===== src/rtl/rsq_pkg.sv =====
package rsq_pkg;
  // Phase of the hold sequencer
  typedef enum logic [1:0] {
    PH_OFF   = 2'd0,  // supply not minimally valid
    PH_HELD  = 2'd1,  // an assert cause is present
    PH_COUNT = 2'd2,  // counting supply-good cycles
    PH_RUN   = 2'd3   // reset released
  } rsq_phase_e;
endpackage


===== src/rtl/rsq_sync.sv =====
module rsq_sync #(
  parameter int  STAGES    = 2,
  parameter bit  RESET_VAL = 1'b1
) (
  input  logic clk,
  input  logic clr,
  input  logic d_i,
  output logic q_o
);
  logic [STAGES-1:0] chain_q;

  genvar g;
  generate
    for (g = 0; g < STAGES; g++) begin : g_stage
      if (g == 0) begin : g_first
        always_ff @(posedge clk) begin
          if (clr) chain_q[0] <= RESET_VAL;
          else     chain_q[0] <= d_i;
        end
      end else begin : g_next
        always_ff @(posedge clk) begin
          if (clr) chain_q[g] <= RESET_VAL;
          else     chain_q[g] <= chain_q[g-1];
        end
      end
    end
  endgenerate

  assign q_o = chain_q[STAGES-1];
endmodule


===== src/rtl/rsq_mr_qual.sv =====
module rsq_mr_qual #(
  parameter int QUAL_CYC = 19
) (
  input  logic clk,
  input  logic clr,
  input  logic mr_s_n,   // synchronised request, active low
  output logic mr_act_o  // qualified request
);
  localparam int CW = $clog2(QUAL_CYC + 1);
  localparam logic [CW-1:0] LAST = CW'(QUAL_CYC - 1);
  localparam logic [CW-1:0] FULL = CW'(QUAL_CYC);

  logic [CW-1:0] low_cnt_q;
  logic          act_q;

  always_ff @(posedge clk) begin
    if (clr || mr_s_n) begin
      low_cnt_q <= '0;
      act_q     <= 1'b0;
    end else begin
      if (low_cnt_q != FULL) low_cnt_q <= low_cnt_q + 1'b1;
      act_q <= act_q | (low_cnt_q == LAST);
    end
  end

  assign mr_act_o = act_q;

  // qualification only follows a sampled low level
  assert_act_after_low_R5: assert property (@(posedge clk) disable iff (clr)
    $rose(act_q) |-> !$past(mr_s_n));
  // counter never passes its qualification length
  assert_cnt_bound_R6: assert property (@(posedge clk) disable iff (clr)
    low_cnt_q <= FULL);
  // a high sample drops the qualified state
  assert_high_clears_R6: assert property (@(posedge clk) disable iff (clr)
    mr_s_n |=> !act_q);
endmodule


===== src/rtl/rsq_hold.sv =====
module rsq_hold
  import rsq_pkg::*;
#(
  parameter int HOLD_CYC = 25_000_000
) (
  input  logic clk,
  input  logic rst,
  input  logic supply_ok_i,
  input  logic supply_min_i,
  input  logic mr_act_i,
  output logic rst_n_o,
  output logic rst_o
);
  localparam int CW = $clog2(HOLD_CYC + 1);
  localparam logic [CW-1:0] LAST = CW'(HOLD_CYC - 1);
  localparam logic [CW-1:0] FULL = CW'(HOLD_CYC);

  rsq_phase_e    phase_q, phase_d;
  logic [CW-1:0] cnt_q, cnt_d;
  logic          rst_n_q, rst_q;

  always_comb begin
    phase_d = phase_q;
    cnt_d   = cnt_q;
    if (!supply_min_i) begin
      phase_d = PH_OFF;
      cnt_d   = '0;
    end else if (!supply_ok_i || mr_act_i) begin
      phase_d = PH_HELD;
      cnt_d   = '0;
    end else if (phase_q != PH_RUN) begin
      if (cnt_q == LAST) begin
        phase_d = PH_RUN;
        cnt_d   = FULL;
      end else begin
        phase_d = PH_COUNT;
        cnt_d   = cnt_q + 1'b1;
      end
    end
  end

  always_ff @(posedge clk) begin
    if (rst) begin
      phase_q <= PH_OFF;
      cnt_q   <= '0;
      rst_n_q <= 1'b0;
      rst_q   <= 1'b1;
    end else begin
      phase_q <= phase_d;
      cnt_q   <= cnt_d;
      rst_n_q <= (phase_d == PH_RUN);
      rst_q   <= (phase_d != PH_RUN);
    end
  end

  assign rst_n_o = rst_n_q;
  assign rst_o   = rst_q;

  // supply below threshold forces reset on the next edge
  assert_low_supply_R2: assert property (@(posedge clk) disable iff (rst)
    !supply_ok_i |=> !rst_n_q);
  // release only follows a clean supply-good cycle
  assert_release_clean_R3: assert property (@(posedge clk) disable iff (rst)
    $rose(rst_n_q) |-> ($past(supply_ok_i) && $past(supply_min_i) && !$past(mr_act_i)));
  // hold counter stays within its saturation value
  assert_cnt_bound_R3: assert property (@(posedge clk) disable iff (rst)
    cnt_q <= FULL);
  // minimally-valid low clears the sequencer
  assert_minvalid_R8: assert property (@(posedge clk) disable iff (rst)
    !supply_min_i |=> (!rst_n_q && phase_q == PH_OFF && cnt_q == '0));
  // outputs are complementary
  assert_complement_R9: assert property (@(posedge clk) disable iff (rst)
    rst_q == !rst_n_q);
  // a qualified manual request keeps reset asserted
  assert_mr_holds_R10: assert property (@(posedge clk) disable iff (rst)
    mr_act_i |=> !rst_n_q);
endmodule


===== src/rtl/supply_rst_seq.sv =====
module supply_rst_seq #(
  parameter int HOLD_CYC    = 25_000_000,
  parameter int MR_QUAL_CYC = 19,
  parameter int SYNC_STAGES = 2
) (
  input  logic clk,
  input  logic rst,
  input  logic supply_ok_i,
  input  logic supply_min_i,
  input  logic man_rst_n_i,
  output logic rst_n_o,
  output logic rst_o
);
  logic front_clr;
  logic mr_s_n;
  logic mr_act;

  assign front_clr = rst | ~supply_min_i;

  rsq_sync #(.STAGES(SYNC_STAGES), .RESET_VAL(1'b1)) u_sync (
    .clk (clk),
    .clr (front_clr),
    .d_i (man_rst_n_i),
    .q_o (mr_s_n)
  );

  rsq_mr_qual #(.QUAL_CYC(MR_QUAL_CYC)) u_qual (
    .clk      (clk),
    .clr      (front_clr),
    .mr_s_n   (mr_s_n),
    .mr_act_o (mr_act)
  );

  rsq_hold #(.HOLD_CYC(HOLD_CYC)) u_hold (
    .clk          (clk),
    .rst          (rst),
    .supply_ok_i  (supply_ok_i),
    .supply_min_i (supply_min_i),
    .mr_act_i     (mr_act),
    .rst_n_o      (rst_n_o),
    .rst_o        (rst_o)
  );
endmodule


===== config.mk =====
export PLATFORM = sky130hd
export DESIGN_NAME = supply_rst_seq
export DESIGN_NICKNAME = d
export VERILOG_FILES = /design/src/rtl/rsq_pkg.sv /design/src/rtl/rsq_sync.sv /design/src/rtl/rsq_mr_qual.sv /design/src/rtl/rsq_hold.sv /design/src/rtl/supply_rst_seq.sv
export SDC_FILE = /design/constraint.sdc
export NUM_CORES = 1
export LEC_CHECK = 0
export BUFFER_PORTS_ARGS = -buffer_cell sky130_fd_sc_hd__buf_2
export CAP_MARGIN = 20
export CELL_PAD_IN_SITES_DETAIL_PLACEMENT = 1
export CELL_PAD_IN_SITES_GLOBAL_PLACEMENT = 1
export CORE_MARGIN = 5
export CORE_UTILIZATION = 47
export DETAILED_ROUTE_END_ITERATION = 7
export PLACE_DENSITY = 0.81
export SLEW_MARGIN = 20
export SYNTH_ARGS = -nofsm -noshare
export SYNTH_HDL_FRONTEND = slang
export SYNTH_HIERARCHICAL = 1
export SYNTH_SLANG_ARGS = --single-unit

===== constraint.sdc =====
create_clock -name clk -period 2.34 [get_ports clk]
set_clock_uncertainty 0.2 [all_clocks]
set_input_delay 0.702 -clock clk [delete_from_list [all_inputs] [get_ports clk]]
set_output_delay 0.702 -clock clk [all_outputs]
set_load 0.02 [all_outputs]

# Yosys cells after proc, flatten, opt, wreduce, memory -nomap -nowiden
# Index checks and enable logic that the tools add are counted.
classes:
  eq_ne: 6
  reduce_logical: 4
  mux: 5
  n_addsub: 2
  bitwise: 3
op_table:
  columns: ["cell", "n"]
  rows:
  - ["25-bit by 1-bit adder with 25-bit output (second input constant)", 1]
  - ["25-bit == test (second input constant)", 1]
  - ["25-bit two-way mux", 1]
  - ["2-bit two-way mux", 3]
  - ["5-bit by 1-bit adder with 5-bit output (second input constant)", 1]
  - ["5-bit == test (second input constant)", 1]
  - ["5-bit inequality test (second input constant)", 1]
  - ["2-bit inequality test (second input constant)", 2]
  - ["3-bit OR reduction", 1]
  - ["2-bit == test (second input constant)", 1]
  - ["1-bit logical OR", 2]
  - ["1-bit OR", 2]
  - ["1-bit zero test", 1]
  - ["1-bit two-way mux", 1]
  - ["1-bit NOT", 1]
word_totals:
  out_inout_bits: 2
  word_cells: 28
  input_bits: 5
  regBits: 37

# Longest topological paths before layout
# Gate-level depths: netlist of the first run.
logic_depth:
  ltp_word: 6
  mapped_depth: 5
  depth_no_buf: 5

# Modules after synthesis
# Netlist of the first run, hierarchy kept.
by_module_without_submodules:
  columns: ["module", "seq_area_each_um2", "cells_each", "instances", "area_per_inst_um2"]
  rows:
  - ["rsq_hold", 580.6, 156, 1, 1435.1]
  - ["rsq_mr_qual", 120.1, 27, 1, 285.3]
  - ["rsq_sync", 40.0, 4, 1, 52.6]
  - ["supply_rst_seq", 0.0, 1, 1, 6.3]

# Least setup slack after synthesis of the first run
# Ideal clock, no wire load.
synth_path:
  path_kind: "register to register"
  start: "register u_hold.cnt_q[0]"
  end: "register u_hold.cnt_q[16]"
  path_buffers: 0
  synth_period_minus_slack_ns: 1.767
  arrival_ns: 1.497
  path_slack_ns: 0.573
  setup_time_ns: 0.071
  stages_incl_launch_ff: 6
  required_time_ns: 2.069
  path_cell_list: "dfxtp_1 ha_1 and2_1 nand3_2 or4_1 a21oi_1"
synth_between:
  elab_chain_cells: 2
  word_cells_on_any_way: 3
  cone_classes: "add/sub: 1; eq/ne: 1; mux: 1"
synth_lines:
  columns: ["element", "line", "text"]
  rows:
  - ["start, declared", "rsq_hold.sv:19", "logic [CW-1:0] cnt_q, cnt_d;"]
  - ["start signal, assigned", "rsq_hold.sv:50", "cnt_q <= cnt_d;"]
  - ["25-bit by 1-bit adder with 25-bit output / 25-bit == test (equally long branches)", "rsq_hold.sv:37, rsq_hold.sv:32", null]
  - ["25-bit two-way mux *", "rsq_hold.sv:32", "if (cnt_q == LAST) begin"]
# Mark *: on every way between the ends. The rest lies on a longest branch, timed or not.
# A chain may end at the register's enable or synchronous reset.

# Worst setup path after layout of the first run
layout_path:
  start: "register u_hold.cnt_q[0]"
  end: "register u_hold.cnt_q[24]"
# The elaborated chain is that of the path after synthesis.

==> results_dict.tcl, run 1 <==
set metrics [dict create \
    status "complete, no violations" \
    boundaryPins 7 \
    wl_met2_um 2170 \
    gp_congestion 0.781 \
    wl_met3_um 111 \
    antenna_found_initial 0 \
    drtIter0Drc 31 \
    total_power_mw 1.08 \
    arrival_ps 2040 \
    synth_nets 196 \
    hold_buffers 0 \
    min_period_ps 2030 \
    grt_max_degree 17 \
    netlist_area_um2 1780 \
    fin_cells 247 \
    synth_compound_area_share_pct 13.2 \
    synth_xor_xnor_area_share_pct 6.40 \
    cts_buffers 5 \
    syn_inst 188 \
    firstDrtPassIters 4 \
    path_class "reg2reg" \
    cts_buffer_depth 2 \
    dp_slack_ps 315 \
    synth_mux_area_share_pct 0 \
    ir_worst_vdd_mv 0.366 \
    synth_seq_cells 37 \
    setup_violations 0 \
    power.density_nw_per_um2 556 \
    overflow 0 \
    dieArea_um2 5120 \
    dp_cells 239 \
    async_reset_ff_share_pct 0 \
    grt_setup_unrepaired "false" \
    path_clk_slew_ps 70 \
    path_max_fanout 6 \
    cts_root_buf "clkbuf_8" \
    worstSetupStartpointType "flop" \
    track_usage_pct 17.7 \
    rows 22 \
    post_synth.cell_area_avg_um2 9.46 \
    power_leakage_nw 0.602 \
    numPortBuffers 6 \
    synth_warnings 6 \
    synthFlopType "dfxtp_1" \
    clock-sinks 37 \
    vias_per_cell 5.95 \
    min_path_type "reg2reg" \
    crit_required_ps 2350 \
    fp.dieH_um 71.5 \
    routed.top_layer "met4" \
    fin_nets 206 \
    yosysSeqAreaShare_pct 41.6 \
    ys_types 40 \
    first_global_vias 1521 \
    die_w_um 71.5 \
    initial_core_util_pct 48.6 \
    routed_wl_um 4120 \
    hpwl_um 3160 \
    ant_nets 0 \
    end_kind "flop" \
    maxCapViolCount 0 \
    max_freq_ghz 0.493 \
    post-route-period-util_pct 86.6 \
    cts_resized 0 \
    grt_pass1_wl_um 7260 \
    synth_top_family_by_area "simple AND/OR/NAND/NOR gates" \
    hold_viol_final 0 \
    final_layout_size_suffix_gt1_share_pct 14.1 \
    ctsHtreeMaxLevel 2 \
    yosys.area_share.simple_pct 33.3 \
    tns_ps 0 \
    setup_slack_ps 312 \
    cts_tree "yes" \
    synthAdderAreaFrac_pct 2.11 \
    clkLatencyLatePin_ps 280 \
    synth-edff-count 0 \
    routedLengthMet1_um 1800 \
    maxSlewHeadroom_pct 70.6 \
    tightest_slew_ps 440 \
    n_antenna_cell 0 \
    drc 0 \
    wl_per_cell_um 16.7 \
    postCtsSetupRepairBufs 0 \
    core_um2 3660 \
    drv_slew 0 \
    syn2layout_area_growth_pct 8.72 \
    routed-via-count 1470 \
]
==> cells in the final DEF, fill, tap and decap left out, drive strengths merged, types with 3 or more instances in the layout <==
cell type	instances
dfxtp	37
nand3	14
o31ai	13
a21oi	12
nand2	12
or4	12
nor3	11
nand4	10
buf	9
xor2	8
clkbuf	8
nor2	7
inv	6
xnor2	5
and2	4
and3	4
o21ai	4
nor4	3
ha	3
a211oi	3
==> kinds of logic (layout without fill, tap and decap cells) <==
logic type               after synthesis  in the layout
AO/OA/AOI/OAI                         34             34
XOR/XNOR                              13             13
adder cells (fa/ha/maj)                3              3
buffers and inverters                 12             23
flip-flops                            37             37
AND/OR/NAND/NOR                       89             89
==> flip-flops by register name, summed over array words and instances (netlist names) <==
| register | count |
|---|---|
| u_qual/mr_act_o | 1 |
| u_hold/cnt_q | 25 |
| u_hold/phase_q | 2 |
| u_sync/chain_q | 1 |
| u_sync/q_o | 1 |
| u_hold/rst_n_o | 1 |
| u_hold/rst_o | 1 |
| u_qual/low_cnt_q | 5 |
==> per-layer routing <==
| metal | vias to the layer above | track usage, % |
|---|---|---|
| met2 | 19 | 31.5 |
| met4 | 0 | 4.38 |
| met5 | - | 0 |
| met3 | 4 | 4.35 |
| met1 | 717 | 21.2 |
| li1 | 730 | - |
==> layout make-up <==
cell class	count	area, um2
clock buffer	8	80.1
inverter	6	22.5
fill	432	1730
sequential	37	741
tap	48	60.1
multi-input combinational	139	978
timing repair buffer	9	52.6
==> Yosys cell counts (2+ instances only) <==
master	number	share of area, %
xnor2_1	5	2.5
inv_1	6	1.3
dfxtp_1	37	42
o31ai_1	13	5.5
o21ai_0	3	0.84
nand3_1	12	3.4
a21oi_1	12	3.4
or3_1	2	0.70
a211oi_2	2	1.4
and3_1	4	1.4
nand4_1	8	2.8
nor3b_1	2	0.84
nor2_1	6	1.3
or2_1	2	0.70
xor2_1	8	3.9
and2_1	4	1.4
nand2_1	11	2.3
ha_1	3	2.1
nand3_2	2	1.1
or4_1	11	4.6
nand4_4	2	2.4
nor4_1	3	1.1
clkbuf_1	3	0.63
buf_4	2	0.84
nor3_1	10	2.8
==> final timing paths <==
kind                            slack (ps)              start          endpoint  depth (start not counted)
worst max-delay path                   310    u_hold/cnt_q[0]  u_hold/cnt_q[24]                          5
worst min-delay path                   210  u_sync/chain_q[0]        u_sync/q_o                          1
worst max register to register         310    u_hold/cnt_q[0]  u_hold/cnt_q[24]                          5
worst min register to register         210  u_sync/chain_q[0]        u_sync/q_o                          1
==> per-stage QoR <==
stage | instance area (um2) | util [%] | hold WS, ps
6_report | 1930 | 52.8 | 212
5_1_grt | 1930 | 52.8 | 220
4_1_cts | 1930 | 52.8 | 217
3_5_place_dp | 1850 | 50.6 | 197
3_3_place_gp | 1850 | 50.6 | 201
2_1_floorplan | 1780 | - | 183
==> critical path: stages, from the launching register on <==
cell,delay [ps]
dfxtp_1,400
ha_1,240
and2_1,240
nand4_1,250
or4_1,470
a21oi_1,170
==> where the power goes <==
part / total, mW / leakage, nW / switching [mW] / internal (mW)
sequential: 0.635 / 0.299 / 0.00249 / 0.633
clock: 0.420 / 0.0395 / 0.209 / 0.211
combinational: 0.0204 / 0.264 / 0.0130 / 0.00741
(Power assumes the default switching activity.)
==> run 2: changes to the inputs <==
--- a/config.mk
+++ b/config.mk
@@ -10,9 +10,10 @@
 export CELL_PAD_IN_SITES_DETAIL_PLACEMENT = 1
 export CELL_PAD_IN_SITES_GLOBAL_PLACEMENT = 1
 export CORE_MARGIN = 5
-export CORE_UTILIZATION = 47
+export CORE_UTILIZATION = 25
 export DETAILED_ROUTE_END_ITERATION = 7
-export PLACE_DENSITY = 0.81
+export PLACE_DENSITY = 0.51
+export SETUP_SLACK_MARGIN = 0.1
 export SLEW_MARGIN = 20
 export SYNTH_ARGS = -nofsm -noshare
 export SYNTH_HDL_FRONTEND = slang
==> constraint.sdc (replaced) <==
create_clock -name clk -period 1.75 [get_ports clk]
set_clock_uncertainty 0.2 [all_clocks]
set_input_delay 0.525 -clock clk [delete_from_list [all_inputs] [get_ports clk]]
set_output_delay 0.525 -clock clk [all_outputs]
set_load 0.02 [all_outputs]
==> results_dict.tcl, run 2 (same netlist as run 1, synthesis figures left out) <==
set metrics [dict create \
    cts_buffer_depth 2 \
    top_register "u_hold/cnt_q" \
    fp.dieH_um 94.4 \
    post-route-period-util_pct 102 \
    path_class "reg2reg" \
    min_path_type "in2reg" \
    path_clk_slew_ps 80 \
    initial_core_util_pct 25.9 \
    boundaryPins 7 \
    final_layout_size_suffix_gt1_share_pct 43.9 \
    syn2layout_area_growth_pct 43.7 \
    die_w_um 94.4 \
    tightest_slew_ps 304 \
    vias_per_cell 4.76 \
    min_path_cells 2 \
    ir_worst_vdd_mv 0.290 \
    cts_tree "yes" \
    cts_buffers 5 \
    max_freq_ghz 0.562 \
    hpwl_um 3320 \
    largest_reg_flops 25 \
    gp_congestion 0.707 \
    maxSlewHeadroom_pct 79.6 \
    grt_max_degree 18 \
    reg.largest.list "u_hold/cnt_q: 25 flops, u_qual/low_cnt_q: 5 flops, u_hold/phase_q: 2 flops" \
    grt_setup_unrepaired "true" \
    crit_required_ps 1770 \
    drc 0 \
    worst-r2r-setup-slack_ps -30 \
    end_kind "flop" \
    fin_cells 342 \
    wl_met2_um 2140 \
    fin_nets 253 \
    worstSetupStartpointType "flop" \
    firstDrtPassIters 4 \
    r2r.worst_path.cells 4 \
    n_antenna_cell 0 \
    wl_met3_um 115 \
    track_usage_pct 11.5 \
    clock-sinks 37 \
    overflow 0 \
    arrival_ps 1800 \
    drv_slew 0 \
    numPortBuffers 6 \
    core_um2 6870 \
    routedLengthMet1_um 2240 \
    wl_per_cell_um 13.3 \
    cts_root_buf "clkbuf_8" \
    power.density_nw_per_um2 702 \
    routed.top_layer "met4" \
    ant_nets 0 \
    ctsHtreeMaxLevel 2 \
    rows 30 \
    dp_cells 320 \
    routed_wl_um 4560 \
    fin_util_pct 37.2 \
    first_global_vias 1730 \
    grt_pass1_wl_um 8010 \
    setup_violations 1 \
    drtIter0Drc 57 \
    final_cell_mix "44 x buf_4, 23 x dfxtp_1, 12 x o31ai_1" \
    antenna_found_initial 0 \
    status "complete, but fails checks" \
    path_max_fanout 12 \
    min_period_ps 1780 \
    power_leakage_nw 0.891 \
    hold_viol_final 0 \
    maxCapViolCount 0 \
    routed-via-count 1627 \
    final_common_cell "buf_4" \
    clkLatencyLatePin_ps 300 \
    dieArea_um2 8900 \
    violations "setup timing" \
    setup_slack_ps -30.0 \
]
==> run 2: cell types whose count changed in the layout (fill, tap and decap cells not counted), moves of 3 or more <==
cell	before	now
dfxtp_4	0	3
and3_1	4	1
buf_4	3	44
buf_6	0	5
dfxtp_2	0	11
dfxtp_1	37	23
and3_4	0	3
clkbuf_1	3	0
==> run 2: repair_timing <==
item | CTS | global route
gates cloned | 0 | 0
pin swaps | 15 | 10
resized for setup | 23 | 10
setup buffers | 10 | 4
endpoints found under the setup margin | 26 | 26
hold buffers | 0 | 0
==> run 2: stage by stage <==
stage               hold slack [ps]  total power [mW]  setup slack (ps)  instance area, um2  setup TNS (ps)
floorplan                       183             0.884              31.6                1810               0
global placement                186             0.899             -68.0                2200            -323
detailed placement              190             0.900              -143                2200            -880
CTS                             186              1.83             -35.7                2490           -69.0
global route                    204              1.86             -87.9                2560            -727
finish                          200              1.79             -30.0                2560           -30.0
==> run 2: routing by layer <==
metal	vias to the layer above	track usage, %
met2	15	18.6
met3	6	2.95
met5	-	0
li1	827	-
met1	779	14.6
met4	0	4.69
==> run 2: layout make-up <==
cell class / instances / area (um2)
fill: 775 / 4310
multi-input combinational: 139 / 1070
sequential: 37 / 766
timing repair buffer: 56 / 437
tap: 96 / 120
clock buffer: 5 / 68.8
clock inverter: 3 / 68.8
inverter: 6 / 22.5
==> run 2: critical path: stages (launching register included) <==
cell and delay, ps:
dfxtp_2 350, and4_4 280, nand2_4 110, or4_4 530, a211oi_2 220
==> run 2: power breakdown <==
part | switching [mW] | total, mW | internal, mW
clock network | 0.342 | 0.916 | 0.574
logic | 0.0198 | 0.0333 | 0.0136
registers | 0.00368 | 0.845 | 0.842
total | 0.366 | 1.79 | 1.43
==> run 2: final timing paths <==
check,from,end
setup reg to reg,u_hold/cnt_q[9],u_hold/cnt_q[17]
hold reg to reg,u_sync/chain_q[0],u_sync/q_o
setup / recovery,u_hold/cnt_q[9],u_hold/cnt_q[17]
hold / removal,man_rst_n_i,u_sync/chain_q[0]
==> run 3: changes to the inputs <==
--- a/config.mk
+++ b/config.mk
@@ -14,6 +14,7 @@
 export DETAILED_ROUTE_END_ITERATION = 7
 export PLACE_DENSITY = 0.51
 export SETUP_SLACK_MARGIN = 0.1
+export SKIP_CTS_REPAIR_TIMING = 1
 export SLEW_MARGIN = 20
 export SYNTH_ARGS = -nofsm -noshare
 export SYNTH_HDL_FRONTEND = slang
==> results_dict.tcl, run 3 (same netlist as run 1, synthesis figures left out) <==
set metrics [dict create \
    status "complete, but fails checks" \
    path_max_fanout 5 \
    clock-sinks 37 \
    tightest_slew_ps 304 \
    grt_setup_unrepaired "true" \
    fin_nets 241 \
    min_period_ps 1840 \
    largest_reg_flops 25 \
    crit_path_cell_trace "ha_4 > and2_4 > nand4_1 > or4_4 > a21oi_2" \
    firstDrtPassIters 4 \
    routed-via-count 1575 \
    final_common_cell "buf_4" \
    dieArea_um2 8900 \
    initial_core_util_pct 25.9 \
    total_power_mw 1.79 \
    routed_wl_um 4460 \
    final_layout_size_suffix_gt1_share_pct 38.0 \
    reg.largest.list "u_hold/cnt_q: 25 flops, u_qual/low_cnt_q: 5 flops, u_hold/phase_q: 2 flops" \
    cp_num_buf_inv 0 \
    cp_slowest_cell "or4_4" \
    r2r.worst_path.cells 5 \
    tns_ps -152 \
    grt_max_degree 18 \
    violations "setup timing" \
    cts_buffers 5 \
    first_global_vias 1664 \
    cp_slowest_stage_delay_ps 580 \
    max_freq_ghz 0.542 \
    wl_per_cell_um 13.5 \
    maxSlewHeadroom_pct 79.5 \
    min_path_cells 2 \
    final_cell_mix "36 x buf_4, 24 x dfxtp_1, 13 x o31ai_1" \
    die_w_um 94.4 \
    min-delay-start "man_rst_n_i" \
    worst-r2r-setup-slack_ps -90 \
    ctsHtreeMaxLevel 2 \
    boundaryPins 7 \
    post-route-period-util_pct 105 \
    overflow 0 \
    drv_slew 0 \
    min_path_type "in2reg" \
    ir_worst_vdd_mv 0.309 \
    ant_nets 0 \
    path_clk_slew_ps 80 \
    setup_violations 4 \
    power_leakage_nw 0.817 \
    gp_congestion 0.707 \
    hold_viol_final 0 \
    worstHoldEndpoint "u_sync/chain_q[0]" \
    arrival_ps 1880 \
    syn2layout_area_growth_pct 35.0 \
    numPortBuffers 6 \
    rows 30 \
    regArea_um2 759 \
    drtIter0Drc 36 \
    power.density_nw_per_um2 745 \
    crit_required_ps 1790 \
    hpwl_um 3320 \
    grt_pass1_wl_um 7760 \
    vias_per_cell 4.77 \
    r2r_start "u_hold/cnt_q[0]" \
    fillers 786 \
    clkLatencyLatePin_ps 300 \
    worstSetupStartpointType "flop" \
    track_usage_pct 11.1 \
    path_class "reg2reg" \
    top_register "u_hold/cnt_q" \
    setup_slack_ps -93.5 \
    cts_root_buf "clkbuf_8" \
    reg2reg_to "u_hold/cnt_q[22]" \
    multiInputGateArea_um2 1030 \
    antenna_found_initial 0 \
    maxCapViolCount 0 \
    worst_path_dominant_cell_family "simple AND/OR/NAND/NOR gates" \
    drc 0 \
    n_antenna_cell 0 \
    cts_buffer_depth 2 \
    cts_tree "yes" \
    end_kind "flop" \
    fp.dieH_um 94.4 \
    core_um2 6870 \
]
## run 3: worst max path at each step
| stage | from | end | slack [ps] | cells past startpoint |
|---|---|---|---|---|
| global placement | u_hold/cnt_q[1] | u_hold/cnt_q[1] | -70 | 5 |
| detailed placement | u_hold/cnt_q[1] | u_hold/cnt_q[1] | -140 | 5 |
| finish | u_hold/cnt_q[0] | u_hold/cnt_q[22] | -90 | 5 |
| CTS | u_hold/cnt_q[1] | u_hold/cnt_q[1] | -170 | 5 |
| global route | u_hold/cnt_q[0] | u_hold/cnt_q[22] | -160 | 5 |
| floorplan | u_hold/cnt_q[6] | u_hold/cnt_q[23] | 30 | 4 |
## run 3: metrics by stage
step                      hold WS (ps)  util [%]  setup WS [ps]  cell area (um2)  std cells
after floorplan                    183         -           31.6             1810        188
after global placement             186      32.1          -68.0             2200        320
after detailed placement           190      32.1           -143             2200        320
after CTS                          186      34.1           -165             2340        328
after global routing               204      35.0           -161             2400        330
final                              199      35.0          -93.5             2400        330
## run 3: report_power, final
group / total, mW / switching, mW / internal, mW
logic: 0.0311 / 0.0191 / 0.0121
registers: 0.848 / 0.00360 / 0.845
clock network: 0.910 / 0.336 / 0.574
total: 1.79 / 0.359 / 1.43
## run 3: cell type report
type / instances / share of cell area, %
Timing Repair Buffer: 44 / 13.8
Tap cell: 96 / 5.00
Sequential cell: 37 / 31.6
Clock buffer: 5 / 2.86
Clock inverter: 3 / 2.86
Inverter: 6 / 0.938
Multi-Input combinational cell: 139 / 42.9
## run 3: layer usage
metal	up-vias	routed length (um)	track usage, %
met5	-	0	0
met4	0	84	4.33
met3	8	132	2.95
met2	15	2030	17.7
met1	749	2220	14.2
li1	803	-	-
## run 3: worst reg2reg max path: cells and delay by family, from the launching register on
kind            cells  cell delay, ps
flops               1             380
simple gates        3             950
compound gates      1             120
fa+ha+maj           1             140
